--- config.mk ---
export PLATFORM = sky130hd
export DESIGN_NAME = clk_rate_div
export DESIGN_NICKNAME = d
export VERILOG_FILES = /design/src/rtl/clk_rate_div.sv
export SDC_FILE = /design/constraint.sdc
export NUM_CORES = 1
export LEC_CHECK = 0
export BUFFER_PORTS_ARGS = -buffer_cell sky130_fd_sc_hd__buf_2
export CAP_MARGIN = 20
export CORE_MARGIN = 3
export CORE_UTILIZATION = 53
export CTS_CLUSTER_DIAMETER = 60
export DETAILED_ROUTE_END_ITERATION = 16
export GPL_TIMING_DRIVEN = 0
export PLACE_DENSITY_LB_ADDON = 0.08
export SKIP_LAST_GASP = 1
export SLEW_MARGIN = 0
export SYNTH_ARGS = -nofsm -noshare
export SYNTH_HDL_FRONTEND = slang
export SYNTH_SLANG_ARGS = --single-unit
--- constraint.sdc ---
create_clock -name clk_in -period 3.89 [get_ports clk_in]
set_input_delay 0.389 -clock clk_in [delete_from_list [all_inputs] [get_ports clk_in]]
set_output_delay 0.389 -clock clk_in [all_outputs]
set_load 0.005 [all_outputs]
--- src/rtl/clk_rate_div.sv ---
module clk_rate_div #(
  parameter int MODE      = 0,
  parameter int FIELD_LSB = 0,
  parameter int FIELD_W   = 8,
  parameter int MIN_DIV   = 1,
  parameter int MAX_DIV   = 127,
  parameter int RST_DIV   = 1,
  parameter int LATCH_EN  = 0,
  parameter int LATCH_BIT = 31,
  parameter int IDLE_BIT  = 16,
  parameter int IDLE_INV  = 0,
  parameter int TAB_N     = 4,
  parameter int TAB [TAB_N] = '{4, 8, 0, 16}
) (
  input  logic        clk_in,
  input  logic        rst_n,
  input  logic        wr_en,
  input  logic [31:0] wr_data,
  input  logic        idle_req,
  output logic        clk_out,
  output logic        div_err
);
  localparam int DW = $clog2(MAX_DIV + 1);

  logic [FIELD_W-1:0] fld;
  logic [31:0]        dec;
  logic               ok;
  logic [DW-1:0]      cur, cnt, pdiv, div_nx, cnt_nx;
  logic               pend, q, hold, idle_en, wrap, commit;

  assign fld = wr_data[FIELD_LSB +: FIELD_W];

  always_comb begin
    dec = '0;
    ok  = 1'b0;
    case (MODE)
      1: begin
        dec = 32'(fld);
        ok  = (fld != '0);
      end
      2: begin
        ok = (32'(fld) < 32'd31);
        if (ok) dec = 32'd1 << fld;
      end
      3: begin
        for (int i = 0; i < TAB_N; i++)
          if (int'(fld) == i) begin
            dec = 32'(TAB[i]);
            ok  = (TAB[i] != 0);
          end
      end
      default: begin
        dec = 32'(fld) + 32'd1;
        ok  = 1'b1;
      end
    endcase
    if (MODE != 3)
      ok = ok && (dec >= 32'(MIN_DIV)) && (dec <= 32'(MAX_DIV));
  end

  assign commit = wr_en && ok && ((LATCH_EN == 0) || wr_data[LATCH_BIT]);
  assign wrap   = (cnt == DW'(cur - 1'b1));
  assign div_nx = (wrap && pend) ? pdiv : cur;
  assign cnt_nx = wrap ? '0 : DW'(cnt + 1'b1);

  always_ff @(posedge clk_in or negedge rst_n) begin
    if (!rst_n) begin
      cur     <= DW'(RST_DIV);
      cnt     <= '0;
      pdiv    <= '0;
      pend    <= 1'b0;
      q       <= 1'b0;
      hold    <= 1'b0;
      div_err <= 1'b0;
      idle_en <= (IDLE_INV != 0);
    end else begin
      if (wr_en) begin
        div_err <= !ok;
        idle_en <= wr_data[IDLE_BIT] ^ (IDLE_INV != 0);
      end
      if (commit) begin
        pend <= 1'b1;
        pdiv <= DW'(dec);
      end else if (wrap) begin
        pend <= 1'b0;
      end
      if (wrap) begin
        hold <= idle_en && idle_req;
        cur  <= div_nx;
      end
      cnt <= cnt_nx;
      q   <= (cnt_nx < (div_nx >> 1));
    end
  end

  assign clk_out = hold ? 1'b0 : ((cur == DW'(1)) ? clk_in : q);
endmodule

==> results.txt, run 1 <==
The tools report the core outline area as 2810 um^2. The initial cell density of the core was 57.0%; the cell depth of the worst flop-to-flop path was 13. Of all nets on the critical path, the largest fanout is 8. The run gives 0 as the number of antenna violations at the first check in global routing.

The final count of hold timing violations is 0. Gates resized during post-CTS repair numbered 0. Global routing used 19.0% of the available tracks across all layers.

For this run, the top clock speed supported by timing is 276 MHz. The post-synthesis instance area is 1600 um^2. For this block, the routed nets add up to 2.98 mm of wire. The end-of-flow core utilization is 63.3%, and the share of post-route cells with drive strength above 1 is 23.3%. STA classifies the critical path endpoint as a flip-flop. TritonCTS built the clock tree. The post-layout net count was 228; the placed standard-cell area was 1710 um^2. The leakage power was 0.852 nW. The share of flip-flops with an asynchronous set or reset was 100%; the largest net degree at the start of global routing was 27. The tools report the number of warnings reported in the yosys synthesis log as 0. The transition time at the pin with the least slew margin was 0.561 ns.

The final count of pins violating max slew was 0; the setup clock skew after layout was 0.00455 ns. Detailed placement ended at an HPWL of 2.33 mm. The global placement routability congestion was 0.786.

For the slack of the worst reg-to-reg path, the log shows 0.27 ns. The number of enable-type register cells in the synthesized netlist is 0, and the remaining number of nets flagged by the antenna check after routing is 0. The die area is 3710 um^2, and the synthesized area per cell is 10.1 um^2. The worst path meets setup with 0.271 ns of slack.

The filler cells instantiated in the layout total 244. The worst path needs 3.62 ns of the cycle, external delays included. The worst-skew pair later-pin latency is 0.43 ns. Data on the critical path arrives at its endpoint at 3.92 ns. In the final routed layout, each cell accounts on average for 14.1 um. Prior to clock tree synthesis, the placed netlist has a worst setup slack of 0.312 ns.

Number of max-cap violations: 0. The clock transition time at the flip-flop clock pins of the worst setup and hold paths was 0.13 ns; the headroom to the max-slew limit was 62.6%. The via count of the first global-routing pass came out at 1204. The worst register-to-register path begins at cur[0]. The area growth from synthesis to layout is 11.1%. The tools report the peak supply drop as 0.178 mV. Power spread over the standard cell area amounts to 293 nW/um^2. Summing all non-filler instances in the final layout gives an area of 1780 um^2. Class of the most critical hold timing path: primary input to flip-flop. The number of nets handed over by synthesis was 205. Among all flip-flop cells after synthesis, the most frequent one is sky130_fd_sc_hd__dfrtp_1. The run gives 5.07 mm as the first-pass GRT wire length.

In this run, distinct cell masters in the synthesized netlist total 37. After the first detailed-routing iteration, the DRC count stood at 21. The via count came out at 1175. The floorplan step set the die width to 60.9 um. Before antenna repair, the detailed router went through 4 iterations.

The aggregate global routing overflow was 0. After detailed routing, the number of vias per cell comes to 5.57. The critical path class was flip-flop to flip-flop.

Setup violations remaining at the end of the flow were counted as 0. Sequential elements use 40.8% of the synthesized area. In this run the worst setup path begins at cur[0]. The count of buffers from port buffering was 14; the setup TNS was 0 ns. Post-synthesis cell count: 158.

The run finished with clean final reports. Number of standard-cell rows in the floorplan: 19. The count of inserted antenna diode cells was 0.

The kind of start point of the critical path is a flip-flop. 38 I/O pins were placed. The floorplan die height works out to 60.9 um. In the finished design, the share of the clock period the worst path needs comes to 93.0%.

In the routed design, unresolved DRC markers number 0. The total of flip-flops plus latches after synthesis came out at 26. Hold is met by 0.176 ns.

The endpoint identified for the worst register-to-register timing path is q. Setup repair after global routing left no endpoint under its margin. STA puts the critical path data required time at 4.19 ns. The end point of the critical path is q.
==> kinds of logic (layout without fill, tap and decap cells) <==
logic type / Yosys count / after routing / share of synthesized area [%]
compound gates: 21 / 21 / 8.38
fa+ha+maj: 11 / 11 / 8.61
buf+inv: 18 / 40 / 5.32
flops: 26 / 26 / 40.8
mux: 16 / 16 / 11.8
simple gates: 49 / 49 / 15.7
xor+xnor: 17 / 17 / 9.32
==> Yosys cell counts, types with 5 or more instances <==
library cell / number / area, um^2
sky130_fd_sc_hd__a21oi_1: 6 / 30.0
sky130_fd_sc_hd__dfrtp_1: 25 / 626
sky130_fd_sc_hd__ha_1: 11 / 138
sky130_fd_sc_hd__inv_1: 10 / 37.5
sky130_fd_sc_hd__mux2_2: 6 / 67.6
sky130_fd_sc_hd__mux2i_1: 5 / 50.1
sky130_fd_sc_hd__nand2_1: 6 / 22.5
sky130_fd_sc_hd__nand3_1: 8 / 40.0
sky130_fd_sc_hd__nor2_1: 14 / 52.6
sky130_fd_sc_hd__xnor2_1: 9 / 78.8
sky130_fd_sc_hd__xor2_1: 8 / 70.1
==> routing by layer <==
metal / routed length (um) / vias up / GRT usage [%]
li1: - / 589 / -
met1: 1330 / 547 / 21.3
met2: 1440 / 30 / 31.6
met3: 132 / 9 / 4.89
met4: 80 / 0 / 12.4
met5: 0 / - / 0
==> timing repair <==
item                      4_1_cts  5_1_grt
buffers inserted                0        0
hold endpoints to repair       25        0
hold buffers                    1        0
==> cells in the final DEF, fill, tap and decap left out, types with 5 or more instances in the layout <==
cell type                  synthesis  routed
sky130_fd_sc_hd__dfrtp_1          25      25
sky130_fd_sc_hd__mux2_2            6       6
sky130_fd_sc_hd__nor2_1           14      14
sky130_fd_sc_hd__xnor2_1           9       9
sky130_fd_sc_hd__buf_2             2      16
sky130_fd_sc_hd__clkbuf_4          0       6
sky130_fd_sc_hd__inv_1            10      10
sky130_fd_sc_hd__mux2i_1           5       5
sky130_fd_sc_hd__nand2_1           6       6
sky130_fd_sc_hd__xor2_1            8       8
sky130_fd_sc_hd__a21oi_1           6       6
sky130_fd_sc_hd__ha_1             11      11
sky130_fd_sc_hd__nand3_1           8       8
==> area by class of cell <==
type | count | area (um^2) | area share [%]
inverters | 14 | 52.6 | 2.96
flip-flops and latches | 26 | 652 | 36.7
multi-input cells | 114 | 861 | 48.5
clock buffers | 8 | 63.8 | 3.59
plain buffers | 4 | 32.5 | 1.83
repair buffers | 14 | 75.1 | 4.23
well taps | 31 | 38.8 | 2.18
==> worst min path at each step <==
stage                 from      end  slack, ns  cells after the start
4_1_cts        wr_data[16]  idle_en       0.16                      2
6_report        wr_data[0]  pdiv[0]       0.18                      2
3_5_place_dp         rst_n   cnt[0]       0.42                      1
5_1_grt        wr_data[16]  idle_en       0.15                      2
2_1_floorplan        rst_n   cnt[0]       0.09                      0
3_3_place_gp         rst_n   cur[3]       0.41                      1
==> state kept, by name, indices dropped and copies added (netlist names) <==
name,cells
div_err,1
pend,1
cur,7
cnt,7
q,1
hold,1
idle_en,1
pdiv,7
==> power by group <==
| part | switching, mW | internal (mW) | total [mW] |
|---|---|---|---|
| sequential | 0.00706 | 0.285 | 0.292 |
| clock | 0.0858 | 0.0917 | 0.177 |
| combinational | 0.0256 | 0.0244 | 0.0500 |
| total | 0.118 | 0.401 | 0.520 |
==> per-stage QoR <==
stage,power [mW],cells
after floorplan,0.326,158
after global routing,0.554,211
after detailed placement,0.349,203
after global placement,0.346,203
final,0.520,211
after CTS,0.532,211
==> critical path, cell delays in order (launching register included) <==
cell	delay [ns]
sky130_fd_sc_hd__dfstp_2	0.61
sky130_fd_sc_hd__inv_1	0.09
sky130_fd_sc_hd__ha_1	0.26
sky130_fd_sc_hd__or3_1	0.38
sky130_fd_sc_hd__a31o_1	0.23
sky130_fd_sc_hd__or4_4	0.51
sky130_fd_sc_hd__buf_6	0.16
sky130_fd_sc_hd__mux2_4	0.30
sky130_fd_sc_hd__inv_2	0.05
sky130_fd_sc_hd__ha_1	0.23
sky130_fd_sc_hd__nand3_1	0.11
sky130_fd_sc_hd__or2_2	0.12
sky130_fd_sc_hd__a31oi_1	0.04
sky130_fd_sc_hd__a2111oi_0	0.40
Note: power is estimated with default switching activity, not from simulation.
==> run 2: changes to the inputs <==
--- a/config.mk
+++ b/config.mk
@@ -12,7 +12,7 @@
 export CTS_CLUSTER_DIAMETER = 60
 export DETAILED_ROUTE_END_ITERATION = 16
 export GPL_TIMING_DRIVEN = 0
-export PLACE_DENSITY_LB_ADDON = 0.08
+export PLACE_DENSITY = 0.79
 export SKIP_LAST_GASP = 1
 export SLEW_MARGIN = 0
 export SYNTH_ARGS = -nofsm -noshare
==> results.txt, run 2 (synthesis results as in run 1) <==
Chip width: 60.9 um (unchanged). The via count is 1235 (was 1175), and the switching portion of total power is 22.3% (was 22.8%). Sequence of cells on the critical path: inv_1 -> ha_1 -> or3_1 -> a31o_1 -> or4_4 -> buf_6 -> mux2_4 -> inv_2 -> ha_1 -> nand3_1 -> or2_2 -> a31oi_1 -> a2111oi_0 (unchanged). For the aggregate global routing overflow, the log shows 0 (unchanged). The critical path data required time was 4.19 ns (about the same); the HPWL after detailed placement was 2.38 mm (was 2.33 mm). The share of post-route cells with drive strength above 1 is 23.3% (unchanged), and the leakage power is 0.859 nW (was 0.852 nW). The tools report the sequential fraction of design power as 51.0% (was 56.3%). The post-layout net count came out at 228 (unchanged). The run gives 1.47 mm (was 1.33 mm) as the total routed wire length on the met1 layer. The headroom to the max-slew limit is 62.4% (was 62.6%), and the combinational power share is 9.0% (was 9.6%).

The capturing element type of the critical path is a flip-flop (unchanged). The via count of the first global-routing pass was 1200 (was 1204). The cell count along the critical path came out at 13 (unchanged).

For the first-pass GRT wire length, the log shows 5.45 mm (was 5.07 mm). Kind of start point of the critical path: a flip-flop (unchanged). Fmax: 276 MHz (about the same). Placement-stage worst setup slack: 0.238 ns (was 0.312 ns). The number of design rule violations left after detail routing is 0 (unchanged). The class of the most critical hold timing path was primary input to flip-flop (unchanged).

Final worst setup slack: 0.261 ns (was 0.271 ns). The largest net degree at the start of global routing was 27 (unchanged); the total wire length after detailed routing was 3.24 mm (was 2.98 mm). The tools report the remaining number of nets flagged by the antenna check after routing as 0 (unchanged). The number of max-cap violations was 0 (unchanged); the switching power was 128 uW (was 118 uW).

Initial cell density of the core: 57.0% (unchanged). The highest fanout seen on the critical path is 8 (unchanged). The delay of the slowest cell on the worst path is 0.60 ns (was 0.61 ns), and the detailed-routed wire length on met3 is 136 um (was 132 um). The setup clock skew after layout was 0.0177 ns (was 0.00455 ns); the relative area change from synthesis to final layout was 12.1% (was 11.1%).

For the worst-skew pair later-pin latency, the log shows 0.43 ns (about the same). The critical path class was flip-flop to flip-flop (unchanged). The flow ran to the end, and the final reports show no timing, DRC or antenna violations.

The floorplan die height was 60.9 um (unchanged); the number of setup buffers added after CTS was 0 (unchanged). The post-cts gate resize count came out at 0 (unchanged). The run gives 0 (unchanged) as the count of inserted antenna diode cells.

For the met2 layer wire length in the routed design, the log shows 1.60 mm (was 1.44 mm). The data arrival time of the critical path came out at 3.93 ns (was 3.92 ns). The ratio of final minimum period to clock period came out at 93.3% (was 93.0%). The family with the most delay on the worst path is simple AND/OR/NAND/NOR gates (unchanged). The number of DRC markers in iteration 0 came out at 53 (was 21).

The post-layout minimum cycle time came out at 3.63 ns (was 3.62 ns). The tools report the power share of the clock group as 40.0% (was 34.1%). The critical path launch point is cur[0] (unchanged). The number of antenna violations at the first check in global routing came out at 0 (unchanged).

TritonCTS built the clock tree. The run gives 0.256 mV (was 0.178 mV) as the peak supply drop. The slack of the worst reg-to-reg path is 0.26 ns (was 0.27 ns), and the average detailed-routed wire length per instance is 15.4 um (was 14.1 um). Die area: 3710 um^2 (unchanged). Global-route usage over all layers: 20.4% (was 19.0%). The core outline area came out at 2810 um^2 (unchanged). The run gives 38 (unchanged) as the top-level I/O count. The clock transition time at the flip-flop clock pins of the worst setup and hold paths was 0.15 ns (was 0.13 ns).

The tools report the worst flop-to-flop path endpoint as q (unchanged). Setup TNS: 0 ns (unchanged). The most common cell after layout, fill and taps aside is sky130_fd_sc_hd__dfrtp_1 (unchanged). Cell at the slowest stage of the critical path: sky130_fd_sc_hd__dfstp_2 (unchanged).

The logs give 577 uW (was 520 uW) for the overall power and 0 (unchanged) for the final count of hold timing violations. The cell count of the worst hold path is 2 (unchanged), and the post-detailed-route via-to-cell ratio is 5.85 (was 5.57). The global placement routability congestion was 0.920 (was 0.786); the total power density per cell area was 322 nW/um^2 (was 293 nW/um^2). The number of buffer and inverter stages on the critical path is 3 (unchanged).

The uppermost layer routed was met4 (unchanged). Registers with the most flip-flops: cnt: 7 flops, cur: 7 flops, pdiv: 7 flops (unchanged). The number of failing setup endpoints in the final timing report was 0 (unchanged). The count of buffers from port buffering came out at 14 (unchanged).

The end point of the critical path is q (unchanged). Most frequent cells in the layout: 25 x sky130_fd_sc_hd__dfrtp_1, 16 x sky130_fd_sc_hd__buf_2, 14 x sky130_fd_sc_hd__nor2_1, 11 x sky130_fd_sc_hd__ha_1, 10 x sky130_fd_sc_hd__inv_1 (unchanged). The start of the worst register-to-register path was cur[0] (unchanged).

The transition time at the pin with the least slew margin was 0.564 ns (was 0.561 ns); the number of standard-cell rows in the floorplan was 19 (unchanged). The final count of pins violating max slew is 0 (unchanged). The most frequent cell on the critical path was sky130_fd_sc_hd__ha_1 (unchanged). The first-pass iteration count of the detailed router is 4 (unchanged), and the cell depth of the worst flop-to-flop path is 13 (unchanged).

Setup repair after global routing left no endpoint under its margin. For the internal power contribution, the log shows 449 uW (was 401 uW).
run 2: changes by cell type in the layout (fill, tap and decap cells not counted), sizes merged:
cell	delta
clkbuf	-1
bufinv	+1
run 2: worst reg2reg max path, delay by kind of cell, from the launching register on:
family,cells,cell delay (ns)
AND/OR/NAND/NOR,4,1.10
buffers and inverters,3,0.29
flip-flops,1,0.60
adder cells (fa/ha/maj),2,0.47
multiplexers,1,0.32
AO/OA/AOI/OAI,3,0.72
run 2: worst min-delay path by stage:
stage | startpoint | endpoint
CTS | wr_data[16] | idle_en
detailed placement | rst_n | cnt[2]
finish | wr_data[0] | pdiv[0]
global route | wr_data[16] | idle_en
global placement | rst_n | cnt[2]
floorplan | rst_n | cnt[0]
run 2: timing repair:
| action | CTS | global route |
|---|---|---|
| endpoints found under the setup margin | 0 | 0 |
| hold buffers | 1 | 0 |
| hold endpoints to repair | 25 | 0 |
run 2: through the flow:
step	cells	area, um^2	util, %	hold WS [ns]
floorplan	158	1600	-	0.0934
global placement	203	1710	60.8	0.405
detailed placement	203	1710	60.8	0.418
CTS	211	1790	63.9	0.184
global route	211	1790	63.9	0.180
finish	211	1790	63.9	0.197
run 2: final cells by class:
class	count	area, um^2
clock inverters	1	30.0
fillers	230	1010
well taps	31	38.8
inverters	14	52.6
plain buffers	4	32.5
flip-flops and latches	26	652
repair buffers	14	75.1
clock buffers	7	50.0
multi-input cells	114	861
run 2: power by group through the flow:
stage                     Combinational [mW]  Sequential, mW  Clock [mW]
after floorplan                       0.0297           0.296    0.000578
after global placement                0.0483           0.298    0.000578
after detailed placement              0.0508           0.299    0.000578
after CTS                             0.0528           0.295       0.240
after global routing                  0.0586           0.296       0.251
final                                 0.0517           0.295       0.231
run 2: metal layers:
layer / up-vias / GRT usage (%)
li1: 592 / -
met1: 604 / 26.1
met2: 33 / 34.7
met3: 6 / 2.98
met4: 0 / 8.36
met5: - / 0
==> run 3: changes to the inputs <==
--- a/config.mk
+++ b/config.mk
@@ -8,11 +8,11 @@
 export BUFFER_PORTS_ARGS = -buffer_cell sky130_fd_sc_hd__buf_2
 export CAP_MARGIN = 20
 export CORE_MARGIN = 3
-export CORE_UTILIZATION = 53
+export CORE_UTILIZATION = 57
 export CTS_CLUSTER_DIAMETER = 60
 export DETAILED_ROUTE_END_ITERATION = 16
 export GPL_TIMING_DRIVEN = 0
-export PLACE_DENSITY = 0.79
+export PLACE_DENSITY = 0.84
 export SKIP_LAST_GASP = 1
 export SLEW_MARGIN = 0
 export SYNTH_ARGS = -nofsm -noshare
==> constraint.sdc (replaced) <==
create_clock -name clk_in -period 4.6 [get_ports clk_in]
set_input_delay 0.46 -clock clk_in [delete_from_list [all_inputs] [get_ports clk_in]]
set_output_delay 0.46 -clock clk_in [all_outputs]
set_load 0.005 [all_outputs]
==> results.txt, run 3 (synthesis results as in run 1) <==
The setup TNS came out at 0 ns (unchanged). The number of design rule violations left after detail routing was 0 (unchanged). The peak supply drop is 0.255 mV (was 0.256 mV). Setup repair after global routing left no endpoint under its margin. The end-of-flow core utilization was 69.7% (was 63.9%).

Most common cell after layout, fill and taps aside: sky130_fd_sc_hd__dfrtp_1 (unchanged). The number of setup buffers added after CTS was 0 (unchanged). The floorplan die height came out at 58.9 um (was 60.9 um). The post-layout minimum cycle time is 3.52 ns (was 3.63 ns). The number of DRC markers in iteration 0 was 49 (was 53); the HPWL after detailed placement was 2.44 mm (was 2.38 mm). The logs give 210 (was 211) for the final instance count without filler cells and 1710 um^2 (about the same) for the placed standard-cell area.

Initial cell density of the core: 62.2% (was 57.0%). The tools report the worst hold path startpoint as wr_data[16] (was wr_data[0]). The logs give 0 (unchanged) for the number of antenna violations at the first check in global routing and 0 (unchanged) for the final count of hold timing violations. Post-layout net count: 228 (unchanged). The total wire length after detailed routing was 3.16 mm (was 3.24 mm).

The count of buffers from port buffering is 14 (unchanged), and the largest net degree at the start of global routing is 27 (unchanged). The via count is 1241 (was 1235). The first-pass iteration count of the detailed router came out at 4 (unchanged).

Core outline area: 2570 um^2 (was 2810 um^2). Chip width: 58.9 um (was 60.9 um). The first-pass GRT wire length came out at 5.34 mm (was 5.45 mm). The share of post-route cells with drive strength above 1 is 23.3% (unchanged). Critical path launch point: cur[0] (unchanged).

The run gives 3470 um^2 (was 3710 um^2) as the die area. TritonCTS built the clock tree. The clock transition time at the flip-flop clock pins of the worst setup and hold paths is 0.14 ns (was 0.15 ns). For the post-placement cell count, the log shows 202 (was 203). The tools report the post-cts gate resize count as 0 (unchanged).

The run gives 0 (unchanged) as the count of inserted antenna diode cells. The run gives 62.3% (was 62.4%) as the headroom to the max-slew limit. The tools report the via count of the first global-routing pass as 1250 (was 1200). The overall power was 488 uW (was 577 uW); the setup clock skew after layout was 0.00213 ns (was 0.0177 ns). Transition time at the pin with the least slew margin: 0.565 ns (was 0.564 ns).

The data arrival time of the critical path is 3.86 ns (was 3.93 ns). Worst flop-to-flop path endpoint: q (unchanged). Registers with the most flip-flops: cnt: 7 flops, cur: 7 flops, pdiv: 7 flops (unchanged).

The kind of start point of the critical path is a flip-flop (unchanged). The average detailed-routed wire length per instance was 15.0 um (was 15.4 um). The leakage power came out at 0.859 nW (unchanged). The flow ran to the end, and the final reports show no timing, DRC or antenna violations.

Critical path class: flip-flop to flip-flop (unchanged). The worst-skew pair later-pin latency is 0.45 ns (was 0.43 ns), and the aggregate global routing overflow is 0 (unchanged). The global-route usage over all layers was 20.8% (was 20.4%). Most frequent cells in the layout: 25 x sky130_fd_sc_hd__dfrtp_1, 16 x sky130_fd_sc_hd__buf_2, 14 x sky130_fd_sc_hd__nor2_1, 11 x sky130_fd_sc_hd__ha_1, 10 x sky130_fd_sc_hd__inv_1 (unchanged). The highest fanout seen on the critical path was 8 (unchanged); the number of failing setup endpoints in the final timing report was 0 (unchanged). The total power density per cell area is 272 nW/um^2 (was 322 nW/um^2). The final count of pins violating max slew came out at 0 (unchanged). The tools report the capturing element type of the critical path as a flip-flop (unchanged). The logs give 0 (unchanged) for the number of max-cap violations and 18 (was 19) for the number of standard-cell rows in the floorplan.

The top-level I/O count came out at 38 (unchanged). The class of the most critical hold timing path is primary input to flip-flop (unchanged). The tools report the critical path data required time as 4.94 ns (was 4.19 ns). The ratio of final minimum period to clock period was 76.6% (was 93.3%); the cell depth of the worst flop-to-flop path was 13 (unchanged). The post-detailed-route via-to-cell ratio works out to 5.91 (was 5.85).

The tools report the global placement routability congestion as 0.854 (was 0.920). Post-route standard cell area excluding fillers: 1790 um^2 (about the same). The run gives 1 (unchanged) as the hold-fix buffer count after cts. The fmax was 284 MHz (was 276 MHz). For the remaining number of nets flagged by the antenna check after routing, the log shows 0 (unchanged).

The relative area change from synthesis to final layout is 12.1% (about the same). The start of the worst register-to-register path is cur[0] (unchanged). Slack of the worst reg-to-reg path: 1.08 ns (was 0.26 ns). The tools report the end point of the critical path as q (unchanged).
## run 3: area by class of cell
| cell class | instances | area (um^2) |
|---|---|---|
| multi-input combinational | 114 | 861 |
| clock inverter | 1 | 30.0 |
| fill | 212 | 777 |
| sequential | 26 | 652 |
| buffer | 4 | 32.5 |
| tap | 30 | 37.5 |
| inverter | 14 | 52.6 |
| timing repair buffer | 14 | 75.1 |
| clock buffer | 7 | 50.0 |
## run 3: worst min path at each step
stage	end	slack [ns]	cells past startpoint
after CTS	idle_en	0.23	2
final	idle_en	0.24	2
after floorplan	cnt[0]	0.16	0
after detailed placement	div_err	0.47	1
after global routing	idle_en	0.23	2
after global placement	div_err	0.46	1
## run 3: power breakdown
part / switching, mW / internal [mW] / leakage (nW)
Clock: 0.0787 / 0.117 / 0.0571
Combinational: 0.0228 / 0.0207 / 0.488
Sequential: 0.00671 / 0.241 / 0.314
Total: 0.108 / 0.380 / 0.859
## run 3: critical path, cell delays in order (launching register included)
cell	delay, ns
sky130_fd_sc_hd__dfstp_2	0.60
sky130_fd_sc_hd__inv_1	0.07
sky130_fd_sc_hd__ha_1	0.26
sky130_fd_sc_hd__or3_1	0.38
sky130_fd_sc_hd__a31o_1	0.24
sky130_fd_sc_hd__or4_4	0.51
sky130_fd_sc_hd__buf_6	0.16
sky130_fd_sc_hd__mux2_4	0.31
sky130_fd_sc_hd__inv_2	0.05
sky130_fd_sc_hd__ha_1	0.24
sky130_fd_sc_hd__nand3_1	0.11
sky130_fd_sc_hd__or2_2	0.11
sky130_fd_sc_hd__a31oi_1	0.03
sky130_fd_sc_hd__a2111oi_0	0.35
## run 3: metrics by stage
stage / setup WS [ns] / hold slack (ns)
global route: 0.780 / 0.234
finish: 1.08 / 0.236
global placement: 1.06 / 0.463
CTS: 1.06 / 0.227
detailed placement: 1.09 / 0.465
floorplan: 1.31 / 0.164
## run 3: routing by layer
layer / GRT usage [%] / up-vias / wire length, um
met4: 11.7 / 0 / 98
met2: 34.9 / 28 / 1630
li1: - / 595 / -
met1: 24.4 / 607 / 1330
met3: 4.82 / 11 / 100
met5: 0 / - / 0
